`config.mk`:
```
export PLATFORM = sky130hd
export DESIGN_NAME = gpio_irq_port
export DESIGN_NICKNAME = d
export VERILOG_FILES = /design/src/rtl/gpio_pkg.sv /design/src/rtl/gpio_sync.sv /design/src/rtl/gpio_regfile.sv /design/src/rtl/gpio_detect.sv /design/src/rtl/gpio_irq_port.sv
export SDC_FILE = /design/constraint.sdc
export NUM_CORES = 1
export LEC_CHECK = 0
export ABC_AREA = 1
export BUFFER_PORTS_ARGS = -buffer_cell sky130_fd_sc_hd__buf_4
export CAP_MARGIN = 30
export CORE_AREA = 2 2 202 154
export DETAILED_ROUTE_END_ITERATION = 7
export DIE_AREA = 0 0 204 156
export PLACE_DENSITY = 0.83
export SYNTH_ARGS = -nofsm -noshare
export SYNTH_HDL_FRONTEND = slang
export SYNTH_SLANG_ARGS = --single-unit
export TNS_END_PERCENT = 50
```
`constraint.sdc`:
```
create_clock -name clk -period 1.6 [get_ports clk]
set_input_delay 0.08 -clock clk [delete_from_list [all_inputs] [get_ports clk]]
set_output_delay 0.08 -clock clk [all_outputs]
set_load 0.02 [all_outputs]
```
`src/rtl/gpio_pkg.sv`:
```
package gpio_pkg;

    typedef enum logic [3:0] {
        SLOT_DOUT = 4'd0,
        SLOT_DIN  = 4'd1,
        SLOT_OE   = 4'd2,
        SLOT_SEL  = 4'd3,
        SLOT_EN   = 4'd4,
        SLOT_LVL  = 4'd5,
        SLOT_POL  = 4'd6,
        SLOT_STAT = 4'd7
    } slot_e;

    typedef enum logic [1:0] {
        ACC_WRITE = 2'd0,
        ACC_SET   = 2'd1,
        ACC_CLR   = 2'd2,
        ACC_NONE  = 2'd3
    } access_e;

    localparam int NUM_SLOTS_USED = 8;

    // sense code {pol, lvl}: 00 fall, 01 low, 10 rise, 11 high
    function automatic logic sense_hit(input logic lvl, input logic pol,
                                       input logic cur, input logic prev);
        logic hit;
        case ({pol, lvl})
            2'b00:   hit = prev & ~cur;
            2'b01:   hit = ~cur;
            2'b10:   hit = cur & ~prev;
            default: hit = cur;
        endcase
        return hit;
    endfunction

endpackage

```
`src/rtl/gpio_sync.sv`:
```
module gpio_sync #(
    parameter int NPINS  = 32,
    parameter int STAGES = 2
) (
    input  logic             clk,
    input  logic             rst,
    input  logic [NPINS-1:0] pin_in,
    output logic [NPINS-1:0] cur,
    output logic [NPINS-1:0] prev
);
    logic [NPINS-1:0] stage [STAGES];

    always_ff @(posedge clk) begin
        if (rst) begin
            for (int i = 0; i < STAGES; i++) stage[i] <= '0;
            prev <= '0;
        end else begin
            stage[0] <= pin_in;
            for (int i = 1; i < STAGES; i++) stage[i] <= stage[i-1];
            prev <= stage[STAGES-1];
        end
    end

    assign cur = stage[STAGES-1];
endmodule

```
`src/rtl/gpio_regfile.sv`:
```
module gpio_regfile
    import gpio_pkg::*;
#(
    parameter int NPINS  = 32,
    parameter int ADDR_W = 8
) (
    input  logic              clk,
    input  logic              rst,
    input  logic              bus_we,
    input  logic [ADDR_W-1:0] bus_addr,
    input  logic [NPINS-1:0]  bus_wdata,
    output logic [NPINS-1:0]  bus_rdata,
    input  logic [NPINS-1:0]  din,
    input  logic [NPINS-1:0]  status,
    output logic [NPINS-1:0]  dout,
    output logic [NPINS-1:0]  oe,
    output logic [NPINS-1:0]  sel,
    output logic [NPINS-1:0]  en,
    output logic [NPINS-1:0]  lvl,
    output logic [NPINS-1:0]  pol,
    output logic [NPINS-1:0]  stat_clr
);
    localparam int SLOT_W = ADDR_W - 4;

    logic [SLOT_W-1:0] slot_idx;
    access_e           acc;
    logic              aligned;
    logic [NPINS-1:0]  view [NUM_SLOTS_USED];

    assign slot_idx = bus_addr[ADDR_W-1:4];
    assign acc      = access_e'(bus_addr[3:2]);
    assign aligned  = (bus_addr[1:0] == 2'b00);

    for (genvar g = 0; g < NUM_SLOTS_USED; g++) begin : g_reg
        logic [NPINS-1:0] q;
        if (g != int'(SLOT_DIN) && g != int'(SLOT_STAT)) begin : g_rw
            always_ff @(posedge clk) begin
                if (rst) begin
                    q <= '0;
                end else if (bus_we && aligned && slot_idx == SLOT_W'(g)) begin
                    case (acc)
                        ACC_WRITE: q <= bus_wdata;
                        ACC_SET:   q <= q | bus_wdata;
                        ACC_CLR:   q <= q & ~bus_wdata;
                        default:   q <= q;
                    endcase
                end
            end
        end else if (g == int'(SLOT_DIN)) begin : g_din
            assign q = din;
        end else begin : g_stat
            assign q = status;
        end
        assign view[g] = q;
    end

    always_comb begin
        bus_rdata = '0;
        for (int s = 0; s < NUM_SLOTS_USED; s++)
            if (slot_idx == SLOT_W'(s)) bus_rdata = view[s];
    end

    assign stat_clr = (bus_we && aligned && slot_idx == SLOT_W'(SLOT_STAT)
                       && acc == ACC_CLR) ? bus_wdata : '0;

    assign dout = view[SLOT_DOUT];
    assign oe   = view[SLOT_OE];
    assign sel  = view[SLOT_SEL];
    assign en   = view[SLOT_EN];
    assign lvl  = view[SLOT_LVL];
    assign pol  = view[SLOT_POL];
endmodule

```
`src/rtl/gpio_detect.sv`:
```
module gpio_detect
    import gpio_pkg::*;
#(
    parameter int NPINS = 32
) (
    input  logic             clk,
    input  logic             rst,
    input  logic [NPINS-1:0] cur,
    input  logic [NPINS-1:0] prev,
    input  logic [NPINS-1:0] sel,
    input  logic [NPINS-1:0] lvl,
    input  logic [NPINS-1:0] pol,
    input  logic [NPINS-1:0] clr,
    output logic [NPINS-1:0] status
);
    logic [NPINS-1:0] hit;

    for (genvar i = 0; i < NPINS; i++) begin : g_pin
        assign hit[i] = sel[i] & sense_hit(lvl[i], pol[i], cur[i], prev[i]);
    end

    // a new event outranks a clear in the same cycle
    always_ff @(posedge clk) begin
        if (rst) status <= '0;
        else     status <= (status & ~clr) | hit;
    end
endmodule

```
`src/rtl/gpio_irq_port.sv`:
```
module gpio_irq_port
    import gpio_pkg::*;
#(
    parameter int NPINS       = 32,
    parameter int ADDR_W      = 8,
    parameter int SYNC_STAGES = 2
) (
    input  logic              clk,
    input  logic              rst,
    input  logic              bus_we,
    input  logic [ADDR_W-1:0] bus_addr,
    input  logic [NPINS-1:0]  bus_wdata,
    output logic [NPINS-1:0]  bus_rdata,
    input  logic [NPINS-1:0]  pin_in,
    output logic [NPINS-1:0]  pin_out,
    output logic [NPINS-1:0]  pin_oe,
    output logic              irq
);
    logic [NPINS-1:0] cur, prev;
    logic [NPINS-1:0] dout_q, oe_q, sel_q, en_q, lvl_q, pol_q;
    logic [NPINS-1:0] clr_mask, status_q;

    gpio_sync #(.NPINS(NPINS), .STAGES(SYNC_STAGES)) i_sync (
        .clk(clk), .rst(rst), .pin_in(pin_in), .cur(cur), .prev(prev)
    );

    gpio_regfile #(.NPINS(NPINS), .ADDR_W(ADDR_W)) i_regs (
        .clk(clk), .rst(rst), .bus_we(bus_we), .bus_addr(bus_addr),
        .bus_wdata(bus_wdata), .bus_rdata(bus_rdata), .din(cur),
        .status(status_q), .dout(dout_q), .oe(oe_q), .sel(sel_q),
        .en(en_q), .lvl(lvl_q), .pol(pol_q), .stat_clr(clr_mask)
    );

    gpio_detect #(.NPINS(NPINS)) i_detect (
        .clk(clk), .rst(rst), .cur(cur), .prev(prev), .sel(sel_q),
        .lvl(lvl_q), .pol(pol_q), .clr(clr_mask), .status(status_q)
    );

    assign pin_out = dout_q;
    assign pin_oe  = oe_q;
    assign irq     = |(status_q & en_q);
endmodule

```
==> impl_metrics.json, run 1 <==
{
  "status": "finished with violations",
  "violations": "setup timing",
  "pin_count": 172,
  "n_antenna_cell": 0,
  "worstSetupPathType": "flop to primary output",
  "peakVddDrop_mv": 0.757,
  "nFillCells": 2422,
  "grt_pass1_wl_mm": 91.1,
  "slew_headroom_pct": 54.7,
  "syn_avg_cell_area_um2": 6.53,
  "root_buffer": "clkbuf_16",
  "finalInstanceArea_um2": 20900,
  "leakagePower_nw": 8.92,
  "critPathCaptureType": "primary output",
  "grt_pass1_vias": 17500,
  "max_stage_delay_ps": 320,
  "synth_compound_area_share_pct": 23.7,
  "crit_path_max_fanout": 2,
  "path_clk_slew_ps": 60,
  "crit_arrival_ps": 1620,
  "vias": 19000,
  "slew_viol_final": 0,
  "vias_per_cell": 6.07,
  "sequential_cell_area_um2": 6530,
  "final_common_cell": "a21oi_1",
  "die_h_um": 156,
  "synth-xor-area-share_pct": 0,
  "setup_viol": 11,
  "synthCells": 2444,
  "timing.fmax_mhz": 587,
  "track_usage_pct": 35.7,
  "powerDensity_nw_per_um2": 907,
  "syn-num-nets": 2522,
  "synth.distinct_cells": 21,
  "setup_ws_ps": -102,
  "rows": 55,
  "drv_cap": 0,
  "rsz0062_at_grt": "yes",
  "synth-simple-area-share_pct": 25.7,
  "tritoncts": "yes",
  "multi_input_area_um2": 8180,
  "ys_async_sr_fraction_pct": 0,
  "hold_path.class": "input port to flop",
  "wl_per_cell_um": 18.9,
  "cts_num_sinks": 320,
  "synth_top_family_by_area": "simple AND/OR/NAND/NOR gates",
  "ys_seq_area_share_pct": 40.1,
  "cp_slowest_cell": "dfxtp_2",
  "cts_buffer_depth": 3,
  "fin_util_pct": 69.8,
  "finalCritPeriodShare_pct": 106,
  "synth-seq-cells": 320,
  "dp_hpwl_mm": 36.7,
  "fin_skew_ps": 17.0,
  "netlist_area_um2": 16000,
  "synth_edf_count": 0,
  "synthMuxAreaShare_pct": 0,
  "final_nets": 2786,
  "initial_core_util_pct": 53.4,
  "final_cell_mix": "a21oi_1 (450), nor2_1 (446), inv_1 (264), buf_4 (263), dfxtp_1 (257)",
  "critical_path.cell_chain": "nand2_2 -> nand4_1 -> nor2_2 -> nand4_1 -> buf_6",
  "wirelength_mm": 59.1,
  "drive_above_1_share_pct": 18.3,
  "worstMarginPinSlew_ps": 679,
  "area_delta_synth_final_pct": 30.7,
  "synthAdderAreaFrac_pct": 0.235,
  "grt_max_degree": 129,
  "crit_path_start_kind": "flop",
  "drc": 0,
  "worstSkewPairLatency_ps": 530,
  "routabilityCongestion": 0.939,
  "dieWidth_um": 204,
  "period_needed_ps": 1700,
  "drt_pass1_iterations": 6,
  "grt_overflow": 0,
  "ant_nets": 0,
  "coreArea_um2": 29900,
  "cp.required_ps": 1520,
  "port_buffers": 171,
  "numCtsBuffers": 34,
  "cpMostUsedCell": "nand4_1",
  "yosysWarningCount": 0,
  "drt_iter0_markers": 2757,
  "die-area_um2": 31800,
  "synth_ff_type": "dfxtp_1",
  "h-tree-depth": 2,
  "antenna_found_initial": 0,
  "hold_viol_final": 0,
  "postPlaceCellArea_um2": 18300
}
==> worst max-delay path: cells and delay by family (launching register included) <==
kind / cells / cell delay [ps]
buffers and inverters: 1 / 160
flip-flops: 1 / 320
AND/OR/NAND/NOR: 4 / 600
==> synth_stat cells (28+ instances only) <==
master    count  area share (%)
a21oi_1     450              14
nor2_1      452              11
a22oi_1      32             1.5
clkbuf_1     88             2.1
inv_1       267             6.3
nand2_1     236             5.6
dfxtp_1     320              40
nand3_1     131             4.1
o21ai_1      28            0.88
nor3_1       62             1.9
buf_2        43             1.3
nand4_1      72             2.8
o21ai_0     228             7.2
==> metal layers <==
metal / routed length, um / GRT usage, % / vias up / part of all wire [%]
li1: - / - / 8635 / -
met1: 21800 / 45.7 / 8569 / 37
met2: 25800 / 55.5 / 1453 / 44
met3: 7920 / 8.06 / 342 / 13
met4: 3610 / 20.2 / 0 / 6.1
met5: 0 / 0 / - / 0
==> power breakdown <==
part / leakage (nW) / switching (mW) / internal [mW] / total (mW)
Combinational: 5.72 / 1.55 / 0.913 / 2.47
Sequential: 2.63 / 0.0853 / 8.06 / 8.15
Clock: 0.567 / 3.37 / 4.93 / 8.31
Total: 8.92 / 5.01 / 13.9 / 18.9
==> repair_timing <==
| action | 4_1_cts | 5_1_grt |
|---|---|---|
| hold endpoints to repair | 83 | 0 |
| setup buffers | 17 | 27 |
| setup endpoints to repair | 13 | 27 |
| hold buffers | 66 | 0 |
| pin swaps | 15 | 31 |
| gates resized for setup | 63 | 84 |
==> cells by family (layout without fill, tap and decap cells) <==
group,Yosys count,after routing
fa+ha+maj,3,3
buf+inv,419,704
flops,320,320
compound gates,739,739
simple gates,963,963
==> stage by stage <==
stage          setup slack (ps)  total power [mW]  setup TNS, ps  std cells  hold WS (ps)
5_1_grt                    -175              19.5          -1370       3128           220
3_5_place_dp               4.78              10.5              0       2961           287
2_1_floorplan               105              9.61              0       2444           187
6_report                   -102              18.9           -381       3128           151
3_3_place_gp               45.1              10.5              0       2961           280
4_1_cts                   -86.1              18.8           -242       3101           126
==> state kept, by name, summed over array words and instances (netlist names) <==
signal and cells:
i_detect.status 32, i_regs.dout 32, i_regs.en 32, i_regs.lvl 32, i_regs.oe 32, i_regs.pol 32, i_regs.sel 32, i_sync.prev 32
i_sync.stage 64
==> cell type report <==
class	instances	area share [%]
multi-input cells	1705	39.2
flip-flops and latches	320	31.3
repair buffers	375	16.6
inverters	272	4.91
clock buffers	45	4.67
well taps	399	2.39
clock inverters	12	0.852
==> final timing paths <==
check                                         start             endpoint  slack [ps]  cells past startpoint
worst max register to register       i_regs.dout[9]       i_regs.dout[9]         450                      3
worst min register to register  i_sync.stage[0][22]  i_sync.stage[0][54]         380                      2
worst min-delay path                    bus_addr[3]        i_regs.oe[12]         150                      5
worst max-delay path                  i_regs.en[28]                  irq        -100                      5
No activity file was read; power rests on OpenSTA's default activity.
==> run 2: changes to the inputs <==
CORE_AREA = 2 2 206 157   (was 2 2 202 154)
DIE_AREA = 0 0 208 159   (was 0 0 204 156)
MAX_ROUTING_LAYER = met4   (was unset)
PLACE_DENSITY = 0.8   (was 0.83)
==> run 2 against run 1 <==
Cell area shrank 1.6%. The flow still finishes with violations (setup timing). Total power shrank 0.12%. Global-route usage shrank 1.7 points. Clock power grew 1%. Count of clock-buffer cells in the layout grew 4. Critical path depth is the same. Routed wire length shrank 2.3%. Sequential power is essentially flat. Worst hold slack lost 110 ps. Highest routed layer unchanged.
==> impl_metrics.json, run 2 (synthesized netlist as in run 1, its figures left out) <==
{
  "status": "finished with violations",
  "violations": "setup timing",
  "p_int_mw": 13.9,
  "wl_per_cell_um": 18.6,
  "cts_buffer_depth": 3,
  "drive_above_1_share_pct": 16.7,
  "critPathCaptureType": "primary output",
  "top_register": "i_sync.stage",
  "powerDensity_nw_per_um2": 921,
  "path_clk_slew_ps": 70,
  "switching_power_mw": 4.97,
  "grt_max_degree": 117,
  "worstMarginPinSlew_ps": 623,
  "antenna_found_initial": 2,
  "coreArea_um2": 31000,
  "ant_nets": 0,
  "cts_num_sinks": 320,
  "root_buffer": "clkbuf_16",
  "slew_viol_final": 0,
  "stdcell_count": 3108,
  "fin_skew_ps": 11.6,
  "dieWidth_um": 208,
  "largest_reg_flops": 64,
  "crit_path_max_fanout": 3,
  "period_needed_ps": 1870,
  "grt_pass1_vias": 16900,
  "peakVddDrop_mv": 0.830,
  "leakagePower_nw": 8.74,
  "rr_worst_depth": 5,
  "postPlaceCellArea_um2": 18100,
  "port_buffers": 171,
  "finalCritPeriodShare_pct": 117,
  "setup_viol": 9,
  "p_seq_share_pct": 43.1,
  "routabilityCongestion": 0.944,
  "fin_util_pct": 66.3,
  "drv_cap": 0,
  "min-delay-start": "rst",
  "r2r-end": "i_detect.status[30]",
  "die-area_um2": 33100,
  "slew_headroom_pct": 58.5,
  "rows": 56,
  "hold_viol_final": 0,
  "finalSetupTns_ps": -586,
  "whs_ps": 39.8,
  "crit_path_start_kind": "flop",
  "sw_frac_of_total_pct": 26.3,
  "cpMostUsedCell": "nand4_1",
  "numCtsBuffers": 34,
  "final_cell_mix": "a21oi_1 (450), nor2_1 (442), dfxtp_1 (271), inv_1 (264), buf_4 (239)",
  "drt_iter0_markers": 2576,
  "pwr-share-clk_pct": 44.4,
  "wirelength_mm": 57.7,
  "critical_path.cell_chain": "nand2_2 -> nand4_1 -> nor2_2 -> nand4_1 -> buf_6",
  "initial_core_util_pct": 51.5,
  "crit_arrival_ps": 1790,
  "setup_ws_ps": -271,
  "rsz0062_at_grt": "yes",
  "r2r_slack_ps": 430,
  "pin_count": 172,
  "vias": 18500,
  "drt_pass1_iterations": 6,
  "worstSkewPairLatency_ps": 530,
  "grt_overflow": 0,
  "combPwrFrac_pct": 12.5,
  "hold_path.class": "input port to flop",
  "max_stage_delay_ps": 330,
  "hold_depth": 3,
  "timing.rr.start": "i_sync.stage[0][62]",
  "final_common_cell": "a21oi_1",
  "final_nets": 2753,
  "h-tree-depth": 2,
  "dp_hpwl_mm": 35.4,
  "holdPathEnd": "i_detect.status[20]",
  "drc": 0,
  "grt_pass1_wl_mm": 89.2,
  "timing.fmax_mhz": 534,
  "area_delta_synth_final_pct": 28.6,
  "die_h_um": 159,
  "tritoncts": "yes",
  "cp.required_ps": 1520,
  "worstSetupPathType": "flop to primary output",
  "vias_per_cell": 5.94,
  "track_usage_pct": 34.0,
  "placed_cells": 2946,
  "cp_slowest_cell": "dfxtp_1",
  "finalInstanceArea_um2": 20500
}
## run 2: how the worst max path moves through the flow
stage,start,to,slack [ps],cells past startpoint
6_report,i_regs.en[21],irq,-270,5
5_1_grt,i_regs.en[21],irq,-290,5
4_1_cts,i_detect.status[21],irq,-170,5
3_5_place_dp,bus_addr[2],i_regs.dout[8],50,8
3_3_place_gp,bus_addr[5],i_regs.dout[8],100,6
2_1_floorplan,bus_addr[2],i_regs.en[14],100,8
## run 2: cell type report
class	count	area, um2
fillers	2655	10400
multi-input cells	1705	8150
flip-flops and latches	320	6510
repair buffers	342	3150
clock buffers	49	1040
inverters	272	1020
well taps	406	508
clock inverters	11	133
diodes	3	7.51
## run 2: stage by stage
step	setup WS, ps	total power [mW]
6_report	-271	18.9
3_3_place_gp	102	10.4
3_5_place_dp	52.5	10.4
2_1_floorplan	105	9.61
4_1_cts	-168	18.8
5_1_grt	-292	19.5
## run 2: routing by layer
metal	track usage, %	part of all wire (%)	vias to the layer above
li1	-	-	8588
met1	43.4	39	8420
met2	52.4	45	1232
met3	6.39	12	230
met4	15.2	4.3	0
met5	-	0	-
## run 2: repair_timing
item / in CTS / in global routing
endpoints found under the hold margin: 67 / 0
hold buffers: 64 / 0
setup buffers: 12 / 23
pin swaps: 14 / 33
endpoints found under the setup margin: 9 / 20
gates resized for setup: 43 / 81
## run 2: worst max-delay path: cells and delay by family (launching register included)
kind                   cells  cell delay (ps)
AND/OR/NAND/NOR            4              720
buffers and inverters      1              200
flip-flops                 1              330
## run 2: power groups by stage
stage               clock (mW)  sequential (mW)  combinational [mW]
floorplan                    0             8.33                1.29
CTS                       8.42             8.17                2.25
finish                    8.39             8.15                2.36
global route              8.75             8.16                2.54
global placement             0             8.35                2.06
detailed placement           0             8.35                2.09
